`config.mk`:
```
export PLATFORM = sky130hd
export DESIGN_NAME = freq_boost_ctrl
export DESIGN_NICKNAME = d
export VERILOG_FILES = /design/src/rtl/fbc_pkg.sv /design/src/rtl/fbc_seq_mul.sv /design/src/rtl/fbc_seq_div.sv /design/src/rtl/fbc_evt_arb.sv /design/src/rtl/freq_boost_ctrl.sv
export SDC_FILE = /design/constraint.sdc
export NUM_CORES = 1
export LEC_CHECK = 0
export CAP_MARGIN = 20
export CORE_ASPECT_RATIO = 1.5
export CORE_MARGIN = 2
export CORE_UTILIZATION = 50
export CTS_CLUSTER_SIZE = 16
export DETAILED_ROUTE_END_ITERATION = 10
export HOLD_SLACK_MARGIN = 0.12
export PLACE_DENSITY = 0.68
export REMOVE_ABC_BUFFERS = 1
export SLEW_MARGIN = 20
export SYNTH_ARGS = -nofsm -noshare
export SYNTH_HDL_FRONTEND = slang
export SYNTH_SLANG_ARGS = --single-unit
```
`constraint.sdc`:
```
create_clock -name clk_i -period 6.1 [get_ports clk_i]
set_input_delay 1.22 -clock clk_i [delete_from_list [all_inputs] [get_ports clk_i]]
set_output_delay 1.22 -clock clk_i [all_outputs]
set_load 0.05 [all_outputs]
```
`src/rtl/fbc_pkg.sv`:
```
package fbc_pkg;

   // request sources; index order is the service priority (lowest index first)
   localparam int unsigned IDX_UP  = 0;
   localparam int unsigned IDX_DN  = 1;
   localparam int unsigned IDX_TGT = 2;
   localparam int unsigned N_SRC   = 3;

   typedef enum logic [1:0] {
      OP_UP  = 2'd0,
      OP_DN  = 2'd1,
      OP_TGT = 2'd2
   } op_e;

   typedef enum logic [2:0] {
      ST_IDLE = 3'd0,
      ST_EMUL = 3'd1,   // boost x coefficient
      ST_EDIV = 3'd2,   // / 100, then apply limits
      ST_TDA  = 3'd3,   // average / period
      ST_TDS  = 3'd4,   // 10000 / threshold
      ST_TMUL = 3'd5,   // product of both quotients
      ST_TDP  = 3'd6    // / 100, then add boost
   } st_e;

endpackage

```
`src/rtl/fbc_seq_mul.sv`:
```
module fbc_seq_mul #(
   parameter int unsigned W = 32
) (
   input  logic           clk_i,
   input  logic           rst_ni,
   input  logic           go_i,
   input  logic [W-1:0]   a_i,
   input  logic [W-1:0]   b_i,
   output logic           done_o,
   output logic [2*W-1:0] prod_o
);
   localparam int unsigned PW = 2 * W;
   localparam int unsigned CW = $clog2(W + 1);

   logic [PW-1:0] acc_q, mcd_q;
   logic [W-1:0]  mpl_q;
   logic [CW-1:0] cnt_q;
   logic          run_q, done_q;

   initial begin
      mul_width_chk: assert (W >= 2) else $error("multiplier width too small");
   end

   always_ff @(posedge clk_i or negedge rst_ni) begin
      if (!rst_ni) begin
         acc_q  <= '0;
         mcd_q  <= '0;
         mpl_q  <= '0;
         cnt_q  <= '0;
         run_q  <= 1'b0;
         done_q <= 1'b0;
      end else begin
         done_q <= 1'b0;
         if (go_i) begin
            acc_q <= '0;
            mcd_q <= PW'(a_i);
            mpl_q <= b_i;
            cnt_q <= CW'(W);
            run_q <= 1'b1;
         end else if (run_q) begin
            if (mpl_q[0]) acc_q <= acc_q + mcd_q;
            mcd_q <= mcd_q << 1;
            mpl_q <= mpl_q >> 1;
            cnt_q <= cnt_q - 1'b1;
            if (cnt_q == CW'(1)) begin
               run_q  <= 1'b0;
               done_q <= 1'b1;
            end
         end
      end
   end

   assign done_o = done_q;
   assign prod_o = acc_q;


   mul_done_pulse_chk: assert property (@(posedge clk_i) disable iff (!rst_ni)
      done_q |=> !done_q);

endmodule

```
`src/rtl/fbc_seq_div.sv`:
```
module fbc_seq_div #(
   parameter int unsigned NW = 64,
   parameter int unsigned DW = 32
) (
   input  logic          clk_i,
   input  logic          rst_ni,
   input  logic          go_i,
   input  logic [NW-1:0] num_i,
   input  logic [DW-1:0] den_i,
   output logic          done_o,
   output logic [NW-1:0] quo_o
);
   localparam int unsigned CW = $clog2(NW + 1);

   logic [DW-1:0] rem_q, den_q;
   logic [NW-1:0] quo_q;
   logic [CW-1:0] cnt_q;
   logic          run_q, done_q;
   logic [DW:0]   trial;

   initial begin
      div_width_chk: assert (NW >= DW && DW >= 2) else $error("divider widths inconsistent");
   end

   assign trial = {rem_q, quo_q[NW-1]};

   always_ff @(posedge clk_i or negedge rst_ni) begin
      if (!rst_ni) begin
         rem_q  <= '0;
         den_q  <= '0;
         quo_q  <= '0;
         cnt_q  <= '0;
         run_q  <= 1'b0;
         done_q <= 1'b0;
      end else begin
         done_q <= 1'b0;
         if (go_i) begin
            rem_q <= '0;
            den_q <= den_i;
            quo_q <= num_i;
            cnt_q <= CW'(NW);
            run_q <= 1'b1;
         end else if (run_q) begin
            if (trial >= {1'b0, den_q}) begin
               rem_q <= DW'(trial - {1'b0, den_q});
               quo_q <= {quo_q[NW-2:0], 1'b1};
            end else begin
               rem_q <= trial[DW-1:0];
               quo_q <= {quo_q[NW-2:0], 1'b0};
            end
            cnt_q <= cnt_q - 1'b1;
            if (cnt_q == CW'(1)) begin
               run_q  <= 1'b0;
               done_q <= 1'b1;
            end
         end
      end
   end

   assign done_o = done_q;
   assign quo_o  = quo_q;


   div_done_pulse_chk: assert property (@(posedge clk_i) disable iff (!rst_ni)
      done_q |=> !done_q);

endmodule

```
`src/rtl/fbc_evt_arb.sv`:
```
module fbc_evt_arb #(
   parameter int unsigned N = 3
) (
   input  logic         clk_i,
   input  logic         rst_ni,
   input  logic [N-1:0] req_i,
   input  logic         take_i,
   output logic [N-1:0] pend_o,
   output logic [N-1:0] gnt_o
);
   initial begin
      arb_n_chk: assert (N >= 1) else $error("arbiter needs a source");
   end

   for (genvar i = 0; i < N; i++) begin : g_src
      logic p_q;
      always_ff @(posedge clk_i or negedge rst_ni) begin
         if (!rst_ni) p_q <= 1'b0;
         else         p_q <= (p_q & ~(take_i & gnt_o[i])) | req_i[i];
      end
      assign pend_o[i] = p_q;


      pend_keep_chk: assert property (@(posedge clk_i) disable iff (!rst_ni)
         (p_q && !(take_i && gnt_o[i])) |=> p_q);
   end

   always_comb begin
      logic seen;
      seen = 1'b0;
      for (int i = 0; i < N; i++) begin
         gnt_o[i] = pend_o[i] & ~seen;
         seen     = seen | pend_o[i];
      end
   end

endmodule

```
`src/rtl/freq_boost_ctrl.sv`:
```
module freq_boost_ctrl
   import fbc_pkg::*;
#(
   parameter int unsigned FREQ_W    = 32,
   parameter int unsigned AVG_W     = 32,
   parameter int unsigned PCT_W     = 10,
   parameter int unsigned PERIOD_MS = 12,
   parameter int unsigned STEP_KHZ  = 16000,
   parameter int unsigned PCT_SCALE = 100
) (
   input  logic              clk_i,
   input  logic              rst_ni,
   input  logic              up_evt_i,
   input  logic              dn_evt_i,
   input  logic              tgt_req_i,
   input  logic [AVG_W-1:0]  avg_cnt_i,
   input  logic [FREQ_W-1:0] fmax_i,
   input  logic [PCT_W-1:0]  up_coef_i,
   input  logic [PCT_W-1:0]  dn_coef_i,
   input  logic [PCT_W-1:0]  up_thr_i,
   output logic [FREQ_W-1:0] target_o,
   output logic [FREQ_W-1:0] boost_o,
   output logic              above_en_o,
   output logic              below_en_o,
   output logic              done_o
);
   localparam int unsigned PROD_W      = 2 * FREQ_W;
   localparam int unsigned SNAP_KHZ    = STEP_KHZ / 2;
   localparam int unsigned SUSTAIN_NUM = PCT_SCALE * PCT_SCALE;

   initial begin
      cfg_width_chk: assert (AVG_W <= FREQ_W && PCT_W < FREQ_W)
         else $error("average or percentage width exceeds frequency width");
      cfg_const_chk: assert (PERIOD_MS >= 1 && PCT_SCALE >= 1 && STEP_KHZ >= 2)
         else $error("period, scale and step must be nonzero");
   end

   // ---------------- request capture ----------------
   logic [N_SRC-1:0] req, pend, gnt;
   logic             take;
   st_e              st_q;

   assign req[IDX_UP]  = up_evt_i;
   assign req[IDX_DN]  = dn_evt_i;
   assign req[IDX_TGT] = tgt_req_i;
   assign take         = (st_q == ST_IDLE) && (|pend);

   fbc_evt_arb #(.N(N_SRC)) arb_i (
      .clk_i  (clk_i),
      .rst_ni (rst_ni),
      .req_i  (req),
      .take_i (take),
      .pend_o (pend),
      .gnt_o  (gnt)
   );

   // ---------------- shared arithmetic ----------------
   logic                mul_go_q, mul_done;
   logic [FREQ_W-1:0]   mul_a_q, mul_b_q;
   logic [PROD_W-1:0]   mul_p;
   logic                div_go_q, div_done;
   logic [PROD_W-1:0]   div_n_q, div_q;
   logic [FREQ_W-1:0]   div_d_q;

   fbc_seq_mul #(.W(FREQ_W)) mul_i (
      .clk_i  (clk_i),
      .rst_ni (rst_ni),
      .go_i   (mul_go_q),
      .a_i    (mul_a_q),
      .b_i    (mul_b_q),
      .done_o (mul_done),
      .prod_o (mul_p)
   );

   fbc_seq_div #(.NW(PROD_W), .DW(FREQ_W)) div_i (
      .clk_i  (clk_i),
      .rst_ni (rst_ni),
      .go_i   (div_go_q),
      .num_i  (div_n_q),
      .den_i  (div_d_q),
      .done_o (div_done),
      .quo_o  (div_q)
   );

   // ---------------- result shaping ----------------
   op_e               op_q;
   logic [FREQ_W-1:0] boost_q, tgt_q, hold_q;
   logic              abv_q, blw_q, done_q;
   logic [PROD_W:0]   up_sum, tgt_sum;
   logic              up_sat, dn_snap, tgt_sat;

   assign up_sum  = {1'b0, div_q} + (PROD_W+1)'(STEP_KHZ);
   assign up_sat  = up_sum >= (PROD_W+1)'(fmax_i);
   assign dn_snap = div_q < PROD_W'(SNAP_KHZ);
   assign tgt_sum = {1'b0, div_q} + (PROD_W+1)'(boost_q);
   assign tgt_sat = |tgt_sum[PROD_W:FREQ_W];

   // ---------------- sequencer ----------------
   always_ff @(posedge clk_i or negedge rst_ni) begin
      if (!rst_ni) begin
         st_q     <= ST_IDLE;
         op_q     <= OP_UP;
         boost_q  <= '0;
         tgt_q    <= '0;
         hold_q   <= '0;
         abv_q    <= 1'b1;
         blw_q    <= 1'b1;
         done_q   <= 1'b0;
         mul_go_q <= 1'b0;
         mul_a_q  <= '0;
         mul_b_q  <= '0;
         div_go_q <= 1'b0;
         div_n_q  <= '0;
         div_d_q  <= '0;
      end else begin
         mul_go_q <= 1'b0;
         div_go_q <= 1'b0;
         done_q   <= 1'b0;
         unique case (st_q)
            ST_IDLE: begin
               if (take) begin
                  if (gnt[IDX_TGT]) begin
                     op_q     <= OP_TGT;
                     div_n_q  <= PROD_W'(avg_cnt_i);
                     div_d_q  <= FREQ_W'(PERIOD_MS);
                     div_go_q <= 1'b1;
                     st_q     <= ST_TDA;
                  end else begin
                     op_q     <= gnt[IDX_UP] ? OP_UP : OP_DN;
                     mul_a_q  <= boost_q;
                     mul_b_q  <= FREQ_W'(gnt[IDX_UP] ? up_coef_i : dn_coef_i);
                     mul_go_q <= 1'b1;
                     st_q     <= ST_EMUL;
                  end
               end
            end
            ST_EMUL: begin
               if (mul_done) begin
                  div_n_q  <= mul_p;
                  div_d_q  <= FREQ_W'(PCT_SCALE);
                  div_go_q <= 1'b1;
                  st_q     <= ST_EDIV;
               end
            end
            ST_EDIV: begin
               if (div_done) begin
                  abv_q <= 1'b1;
                  blw_q <= 1'b1;
                  if (op_q == OP_UP) begin
                     if (up_sat) begin
                        boost_q <= fmax_i;
                        abv_q   <= 1'b0;
                     end else begin
                        boost_q <= up_sum[FREQ_W-1:0];
                     end
                  end else begin
                     if (dn_snap) begin
                        boost_q <= '0;
                        blw_q   <= 1'b0;
                     end else begin
                        boost_q <= div_q[FREQ_W-1:0];
                     end
                  end
                  done_q <= 1'b1;
                  st_q   <= ST_IDLE;
               end
            end
            ST_TDA: begin
               if (div_done) begin
                  hold_q   <= div_q[FREQ_W-1:0];
                  div_n_q  <= PROD_W'(SUSTAIN_NUM);
                  div_d_q  <= FREQ_W'(up_thr_i);
                  div_go_q <= 1'b1;
                  st_q     <= ST_TDS;
               end
            end
            ST_TDS: begin
               if (div_done) begin
                  mul_a_q  <= hold_q;
                  mul_b_q  <= div_q[FREQ_W-1:0];
                  mul_go_q <= 1'b1;
                  st_q     <= ST_TMUL;
               end
            end
            ST_TMUL: begin
               if (mul_done) begin
                  div_n_q  <= mul_p;
                  div_d_q  <= FREQ_W'(PCT_SCALE);
                  div_go_q <= 1'b1;
                  st_q     <= ST_TDP;
               end
            end
            ST_TDP: begin
               if (div_done) begin
                  tgt_q  <= tgt_sat ? '1 : tgt_sum[FREQ_W-1:0];
                  done_q <= 1'b1;
                  st_q   <= ST_IDLE;
               end
            end
            default: st_q <= ST_IDLE;
         endcase
      end
   end

   assign target_o   = tgt_q;
   assign boost_o    = boost_q;
   assign above_en_o = abv_q;
   assign below_en_o = blw_q;
   assign done_o     = done_q;

   // ---------------- checks ----------------

   done_pulse_chk: assert property (@(posedge clk_i) disable iff (!rst_ni)
      done_q |=> !done_q);


   quiet_hold_chk: assert property (@(posedge clk_i) disable iff (!rst_ni)
      !done_q |-> ($stable(boost_q) && $stable(abv_q) && $stable(blw_q) && $stable(tgt_q)));


   up_cap_chk: assert property (@(posedge clk_i) disable iff (!rst_ni)
      (st_q == ST_EDIV && div_done && op_q == OP_UP) |=> (boost_q <= $past(fmax_i)) && blw_q);


   dn_snap_chk: assert property (@(posedge clk_i) disable iff (!rst_ni)
      (st_q == ST_EDIV && div_done && op_q == OP_DN) |=> abv_q && (blw_q == (boost_q != '0)));


   en_pair_chk: assert property (@(posedge clk_i) disable iff (!rst_ni)
      abv_q || blw_q);


   up_first_chk: assert property (@(posedge clk_i) disable iff (!rst_ni)
      (take && pend[IDX_UP]) |=> (op_q == OP_UP));


   tgt_event_chk: assert property (@(posedge clk_i) disable iff (!rst_ni)
      (done_q && op_q != OP_TGT) |-> $stable(tgt_q));

endmodule

```
# Word level (Yosys, flattened, before mapping)
# Cells that the tools add are included.
word_totals:
  reg_bits: 574
  inputBits: 99
  elab_cells: 167
op_classes:
  add_sub_neg: 6
  n_lt_le_gt_ge: 3
  n_eq_ne: 17
  mux: 75
  bitwise_logic: 17
  n_reduce_logical: 20
op_table:
  columns: ["operator", "count"]
  rows:
  - ["$mux W64", 11]
  - ["$mux W32", 19]
  - ["$pmux W64 S3", 1]
  - ["$pmux W32 S2", 2]
  - ["$pmux W32 S3", 1]
  - ["$add A64 B14 Y65 const B", 1]
  - ["$add A64 B32 Y65", 1]
  - ["$ge A65 B32 Y1", 1]
  - ["$add A64 B64 Y64", 1]
  - ["$lt A64 B13 Y1 const B", 1]
  - ["$ge A33 B32 Y1", 1]
  - ["$reduce_or A33 Y1", 1]
  - ["$sub A32 B32 Y32", 1]
  - ["$mux W1", 25]
  - ["$mux W3", 6]
  - ["$pmux W3 S6", 1]
  - ["$ne A2 B1 Y1 const B", 8]
  - ["$mux W7", 2]
  - ["$mux W6", 2]
  - ["$mux W10", 1]
  - ["$reduce_and A2 Y1", 5]
  - ["$eq A3 B3 Y1 const B", 3]
  - ["$and A1 B1 Y1", 8]
  - ["$reduce_bool A2 Y1", 4]
  - ["other kinds (21)", 31]

# Depth between registers and ports, before layout
# Gate-level depths: netlist of the first run.
depth:
  ltp_word: 7
  ltp_mapped: 21
  ltp_nobuf: 19

# Hierarchy
# From an unflattened synthesis of the first run, not the netlist that was laid out.
hier_totals:
  hier_cells: 4007
  area_unflattened_um2: 34693.3
by_module_without_submodules:
  columns: ["mod", "n_inst", "cells_each", "area_each_um2"]
  rows:
  - ["freq_boost_ctrl", 1, 1918, 15924.0]
  - ["fbc_seq_mul", 1, 1212, 10786.6]
  - ["fbc_seq_div", 1, 862, 7823.8]
  - ["fbc_evt_arb", 1, 15, 158.9]

# Worst setup path before layout of the first run
# Ideal clock, no wire load.
synth_path:
  kind: "register to register"
  from: "reg div_i.quo_q[7], in the netlist div_i.quo_o[7]"
  to: "reg boost_q[9], in the netlist boost_o[9]"
  setup_time_ps: 127
  t_arrival_ps: 4321
  required_time_ps: 5973
  slack_ps: 1652
  stages_incl_launch_ff: 18
  path_buffers: 1
  synth_period_minus_slack_ps: 4448
  cell_sequence: "dfrtp_1 > clkbuf_1 > a211o_1 > nor4_1 > nor2_1 > and3_1 > and3_1 > xnor2_1 > ha_1 > a21o_1 > a21o_1 > a21oi_1 > nand2_1 > o41a_1 > nor4_4 > mux2_1 > a221oi_1 > nor2_1"
synth_between:
  elab_chain_len: 4
  elab_cells_between_ends: 6
  cone_classes: "1 x add/sub; 2 x order compare; 3 x mux"
synth_rtl:
  columns: ["element", "line_no", "rtl"]
  rows:
  - ["start, declared", "fbc_seq_div.sv:16", "logic [NW-1:0] quo_q;"]
  - ["start signal, assigned", "fbc_seq_div.sv:40", "quo_q <= num_i;"]
  - ["start signal, assigned", "fbc_seq_div.sv:46", "quo_q <= {quo_q[NW-2:0], 1'b1};"]
  - ["start signal, assigned", "fbc_seq_div.sv:49", "quo_q <= {quo_q[NW-2:0], 1'b0};"]
  - ["$add A64 B14 Y65", "freq_boost_ctrl.sv:92", "assign up_sum = {1'b0, div_q} + (PROD_W+1)'(STEP_KHZ);"]
  - ["$ge A65 B32 Y1", "freq_boost_ctrl.sv:93", "assign up_sat = up_sum >= (PROD_W+1)'(fmax_i);"]
  - ["$mux W32", "freq_boost_ctrl.sv:150", "if (up_sat) begin"]
  - ["$mux W32 (*)", "freq_boost_ctrl.sv:149", "if (op_q == OP_UP) begin"]
  - ["end signal, assigned", "freq_boost_ctrl.sv:151", "boost_q <= fmax_i;"]
  - ["end signal, assigned", "freq_boost_ctrl.sv:154", "boost_q <= up_sum[FREQ_W-1:0];"]
  - ["end signal, assigned", "freq_boost_ctrl.sv:161", "boost_q <= div_q[FREQ_W-1:0];"]
  - ["end, declared", "freq_boost_ctrl.sv:87", "logic [FREQ_W-1:0] boost_q, tgt_q, hold_q;"]
# Every way passes the cells marked *; elsewhere a longest branch is shown, timed or not.
# A chain may end at the register's enable or synchronous reset.

# Worst setup path after layout of the first run
layout_path:
  from: "reg div_i.quo_q[7], in the netlist div_i.quo_o[7]"
  to: "reg boost_q[2], in the netlist boost_o[2]"
# The elaborated chain is that of the path after synthesis.

==> metrics.txt, run 1 <==
wire length per cell=21.8 um; FF+latch area=13300 um2; CTS tree=built; largest net degree at the start of global routing=160; Psw=0.00409 W; maximum vdd drop=roughly 0.28 mV; DRT Pass-1 Iters=5; Post-DRT Antenna Nets=0; worst skew pair latency=650 ps; utilization after layout=between 50% and 60%; site row count=113; hold path startpoint=div_n_q[31]$_DFFE_PN0P_; ys async rst share=100%; vias in the first global route=27100; drt total wl=slightly below 100 mm; post_cts resized=0; GRT Overall Usage=roughly 30%; CTS clock-pin slew for the worst setup and hold paths=70 ps; setup bufs post-CTS=0; initial antenna violation count=6; Synth area leaders=dfrtp_1 (41%), mux2i_1 (7.2%), nand2_1 (7.1%); syn avg cell area=8.70 um2; die area=66400 um2; Pint=0.00730 W; total CTS buffers=between 50 and 60; most frequent cell after synthesis=nand2_1; share of layout cells above drive strength 1=5.92%; number of cells on the worst reg-to-reg path=17; status=complete, no violations; Die Wd=211 um; Setup Crit Path Kind=flip-flop to flip-flop; Worst Path Arrival=5760 ps; Final HPWL DP=70.7 mm; clock share of power=32.1%; initial DRC count=2445; Avg Vias per Cell=around 6.1; Worst Hold Path EP=div_i.quo_o[31]$_DFFE_PN0P_; Slew Viols, Final=0; via count=around 28000; H-Tree Depth=2; total grt overflow=0; die height=315 um; EDFF count, synth=0; Yosys warning total=0; Initial Util=between 50% and 60%; Net Sw Frac=35.9%; area leader, netlist=dfrtp_1; Final Net Count=3951; worst r2r src=div_i.quo_o[7]$_DFFE_PN0P_; RSZ-0062 raised after global routing=no; top cell type's share of synthesized area=41.1%; Post-Syn Area=~32000 um2; Setup violations, final=0; leak pwr=16.2 nW; PwrDens=roughly 310 nW/um2; Peak Freq=approximately 190 MHz; crit share post-route=85.4%; worst slew pin tran=approximately 1100 ps; post-synthesis cell type count=95; Final Non-Filler Cells=4553; final worst slack=892 ps; number of diodes=0; Multi-input gate area=17600 um2; Fin. Hold Viols=0; number of synthesized register bits=530; RR Endpoint=boost_o[2]$_DFFE_PN0P_; Synth top cells by count=nand2_1 (608), dfrtp_1 (528), o21ai_0 (359), a21oi_1 (257), nor2_1 (256); filler cell count=a little under 6000; Final min period=approximately 5200 ps; Placed Instances=4456; CTS Buffer Depth=3; Mapped Cells=3699; I/O pin count=166; register share of total power=around two fifths; top_reg_cell synth=dfrtp_1; Setup crit end kind=flip-flop; register area share after synthesis=41.2%; Logic pwr share=roughly 27%; RePlAce Congestion=approximately 1; Max Cap Viol=0; reg2reg setup slack=slightly below 900 ps; final non-filler cell area=36300 um2; Tot Pwr=0.0114 W; area growth from synthesis to layout=12.8%; DRC violations left=0; first-pass GRT wire length=155 mm; # port buffers=approximately 170; Worst EP required=6650 ps; Hold Crit Depth=2; Root Buffer=clkbuf_16; crit-path max FO=15; final setup skew=34.6 ps; CP startpoint kind=flip-flop; placed cell areas=34300 um2; hold buffers post-CTS=0; Hold Path Class=flip-flop to flip-flop; slew margin rel.=25.3%; pre-CTS setup slack=985 ps; core area=63500 um2; CTS Sinks=530
==> through the flow <==
stage          hold slack [ps]  TNS [ps]
6_report                   473         0
5_1_grt                    500         0
4_1_cts                    477         0
3_5_place_dp               464         0
3_3_place_gp               452         0
2_1_floorplan              439   -138240
==> worst max-delay path by stage <==
stage                               start                      end  slack [ps]  cells past startpoint
6_report       div_i.quo_o[7]$_DFFE_PN0P_   boost_o[2]$_DFFE_PN0P_         890                     17
5_1_grt        div_i.quo_o[7]$_DFFE_PN0P_   boost_o[6]$_DFFE_PN0P_         530                     19
4_1_cts        div_i.quo_o[7]$_DFFE_PN0P_   boost_o[2]$_DFFE_PN0P_         940                     17
3_5_place_dp   div_i.quo_o[7]$_DFFE_PN0P_   boost_o[2]$_DFFE_PN0P_         990                     17
3_3_place_gp   div_i.quo_o[7]$_DFFE_PN0P_  boost_o[14]$_DFFE_PN0P_        1100                     17
2_1_floorplan         st_q[0]$_DFFE_PN0P_   mul_a_q[0]$_DFFE_PN0P_       -1310                      5
==> per-layer routing <==
metal / GRT usage, % / share of wire (%) / vias to the layer above
li1: - / - / 13200
met1: 37.9 / 41 / 13400
met2: 50.4 / 48 / 856
met3: 4.40 / 5.6 / 254
met4: 13.6 / 4.9 / 10
met5: 0 / 0.075 / -
==> placed cells by master, fill, tap and decap left out, types with 43 or more instances in the layout <==
cell / Yosys / routed
nand2_1: 608 / 607
dfrtp_1: 528 / 524
o21ai_0: 359 / 359
nor2_1: 256 / 256
a21oi_1: 257 / 255
mux2i_1: 230 / 230
clkdlybuf4s50_1: 0 / 164
ha_1: 142 / 142
inv_1: 86 / 86
nand3_1: 76 / 76
xnor2_1: 76 / 76
xor2_1: 70 / 70
nand4_1: 66 / 66
clkbuf_16: 0 / 54
a211oi_1: 50 / 50
a21o_1: 49 / 49
and3_1: 48 / 48
nor3_1: 51 / 48
buf_4: 1 / 43
==> flip-flops by register name, indices dropped and copies added, names as in the netlist, 7 cells and up <==
signal and count:
mul_a_q 32, hold_q 32, div_i.den_q 10, mul_i.mpl_q 32, div_d_q 10, mul_i.prod_o 64, div_i.cnt_q 7, target_o 32
mul_i.mcd_q 64, div_i.rem_q 32, div_n_q 64, mul_b_q 32, div_i.quo_o 64, boost_o 32
==> power groups by stage <==
stage	Sequential, W	Combinational, W	Clock, W
after floorplan	0.00440	0.00215	0
after global placement	0.00466	0.00305	0
after detailed placement	0.00467	0.00306	0
after CTS	0.00460	0.00307	0.00372
after global routing	0.00468	0.00344	0.00386
final	0.00463	0.00311	0.00366
==> layout make-up <==
| class | count | area share (%) |
|---|---|---|
| clock buffers | 66 | 4.04 |
| inverters | 88 | 0.911 |
| flip-flops and latches | 530 | 36.6 |
| multi-input cells | 2818 | 48.5 |
| repair buffers | 215 | 5.84 |
| clock inverters | 31 | 1.28 |
| well taps | 805 | 2.78 |
==> worst max-delay path: stages (launching register included) <==
cell and delay, ps:
dfrtp_1 510, ha_1 290, or3_1 440, or4_1 630, nand3_1 270, nor2_1 90, xor2_1 160, ha_1 200
a21o_1 170, a21o_1 170, a21oi_1 180, nand2_1 100, o41a_1 470, nor4_4 580, buf_4 270, or2b_2 290
nand4_1 140, o211ai_1 130
==> logic make-up after synthesis <==
group                    share of synthesized area [%]
AO/OA/AOI/OAI                                     18.3
XOR/XNOR                                          3.98
adder cells (fa/ha/maj)                           5.71
buffers and inverters                             4.22
flip-flops                                        41.2
multiplexers                                      8.46
AND/OR/NAND/NOR                                   18.1
Power figures use the tool's default switching activity.
==> inputs of run 2 (changes only) <==
--- a/config.mk
+++ b/config.mk
@@ -13,3 +13,3 @@
 export DETAILED_ROUTE_END_ITERATION = 10
-export HOLD_SLACK_MARGIN = 0.12
+export HOLD_SLACK_MARGIN = 0.06
 export PLACE_DENSITY = 0.68
@@ -20 +20,2 @@
 export SYNTH_SLANG_ARGS = --single-unit
+export TNS_END_PERCENT = 100
==> constraint.sdc (replaced) <==
create_clock -name clk_i -period 6.1 [get_ports clk_i]
set_input_delay 1.525 -clock clk_i [delete_from_list [all_inputs] [get_ports clk_i]]
set_output_delay 1.525 -clock clk_i [all_outputs]
set_load 0.05 [all_outputs]
==> metrics.txt, run 2 (synthesis results as in run 1) <==
Hold Crit Depth=2; status=complete, no violations; FF+latch area=approximately 13000 um2; first-pass GRT wire length=154 mm; crit-path max FO=15; slowest CP cell=or4_1; Final HPWL DP=71.2 mm; CP startpoint kind=flip-flop; Slew Viols, Final=0; H-Tree Depth=2; leak pwr=16.2 nW; initial DRC count=2027; Setup violations, final=0; RR Endpoint=boost_o[1]$_DFFE_PN0P_; Peak Freq=between 150 and 200 MHz; DRT Pass-1 Iters=6; worst skew pair latency=640 ps; total grt overflow=0; Final Net Count=roughly 4000; setup bufs post-CTS=0; share of layout cells above drive strength 1=6.07%; maximum vdd drop=between 0.2 and 0.3 mV; RePlAce Congestion=1.00; Worst EP required=6660 ps; pre-CTS setup slack=950 ps; CTS clock-pin slew for the worst setup and hold paths=70 ps; hold path startpoint=div_n_q[29]$_DFFE_PN0P_; Pint=0.00733 W; Setup crit end kind=flip-flop; die height=315 um; Max Cap Viol=0; leading cell types in the layout, fill and taps excluded=nand2_1 (607), dfrtp_1 (524), o21ai_0 (359); largest net degree at the start of global routing=160; slew margin rel.=between 30 and 40%; Avg Vias per Cell=6.10; Final Non-Filler Cells=4559; Worst Path Arrival=5690 ps; worst r2r src=div_i.quo_o[7]$_DFFE_PN0P_; commonest non-fill, non-tap cell in the layout=nand2_1; Worst Hold Path EP=div_i.quo_o[29]$_DFFE_PN0P_; Hold Path Class=flip-flop to flip-flop; Psw=0.00406 W; GRT Overall Usage=29.7%; final setup skew=54.0 ps; worst-path cell chain=ha_1 -> or3_1 -> or4_1 -> nand2_1 -> xnor2_1 -> ha_1 -> a21o_1 -> a211oi_1 -> a21oi_1 -> nor3_1 -> o21ai_0 -> a21oi_1 -> nand4_1 -> nor4_4 -> buf_4 -> or2b_2 -> nand4_1 -> o211ai_1; crit share post-route=a little over four fifths; Placed Instances=4459; Setup Crit Path Kind=flip-flop to flip-flop; core area=63500 um2; RSZ-0062 raised after global routing=no; initial antenna violation count=6; Initial Util=50.7%; filler cell count=5707; DRC violations left=0; Die Wd=211 um; total CTS buffers=54; reg2reg setup slack=970 ps; site row count=about 110; number of cells on the worst reg-to-reg path=18; Final min period=5130 ps; Post-DRT Antenna Nets=0; Setup crit start=div_i.quo_o[7]$_DFFE_PN0P_; die area=66400 um2; PwrDens=about 310 nW/um2; CTS Buffer Depth=3; Multi-input gate area=17600 um2; wire length per cell=21.6 um; final worst slack=971 ps; Net Sw Frac=35.7%; Logic pwr share=a little over a quarter; hold buffers post-CTS=0; # port buffers=165; CTS tree=built; post_cts resized=0; vias in the first global route=27100; clock share of power=32.1%; worst stage delay on the critical path=640 ps; drt total wl=98.7 mm; worst slew pin tran=~1000 ps; number of diodes=0; CTS Sinks=530; area growth from synthesis to layout=12.8%; Fin. Hold Viols=0; Root Buffer=clkbuf_16; I/O pin count=166; register share of total power=40.5%; via count=about 28000
## run 2: cell type report
type	count	share of cell area [%]
clock buffers	67	4.08
well taps	805	2.78
inverters	88	0.910
multi-input cells	2818	48.5
flip-flops and latches	530	36.6
clock inverters	33	1.31
repair buffers	218	5.80
## run 2: routing by layer
metal  global-route usage, %  part of all wire (%)  up-vias
met5                       0                 0.084        -
met4                    13.9                   5.1       12
met3                    4.80                   6.0      264
met2                    49.6                    48      893
met1                    37.8                    41    13500
li1                        -                     -    13200
## run 2: power by group through the flow
stage,clock (W),combinational (W),sequential (W)
floorplan,0,0.00215,0.00440
global placement,0,0.00304,0.00466
detailed placement,0,0.00307,0.00466
CTS,0.00372,0.00309,0.00459
global route,0.00385,0.00347,0.00467
finish,0.00365,0.00312,0.00462
## run 2: stage by stage
step / utilization [%] / setup TNS (ps) / total power, W / hold slack [ps] / instance area (um2)
global route: 57.2 / 0 / 0.0120 / 496 / 36300
detailed placement: 54.1 / 0 / 0.00773 / 465 / 34300
CTS: 57.2 / 0 / 0.0114 / 472 / 36300
finish: 57.2 / 0 / 0.0114 / 467 / 36300
floorplan: - / -138240 / 0.00654 / 439 / 31100
global placement: 54.1 / 0 / 0.00770 / 450 / 34300
## run 2: worst max path at each step
stage                              to  slack, ps  depth (start not counted)
2_1_floorplan  mul_a_q[0]$_DFFE_PN0P_      -1310                          5
3_3_place_gp   boost_o[2]$_DFFE_PN0P_        980                         14
3_5_place_dp   boost_o[0]$_DFFE_PN0P_        950                         14
4_1_cts        boost_o[0]$_DFFE_PN0P_       1050                         18
5_1_grt        boost_o[4]$_DFFE_PN0P_        730                         18
6_report       boost_o[1]$_DFFE_PN0P_        970                         18
## run 2: worst max-delay path: cells and delay by family, from the launching register on
kind,cells,cell delay (ps)
flip-flops,1,510
XOR/XNOR,1,80
buffers and inverters,1,280
AND/OR/NAND/NOR,8,2710
adder cells (fa/ha/maj),2,500
AO/OA/AOI/OAI,6,950
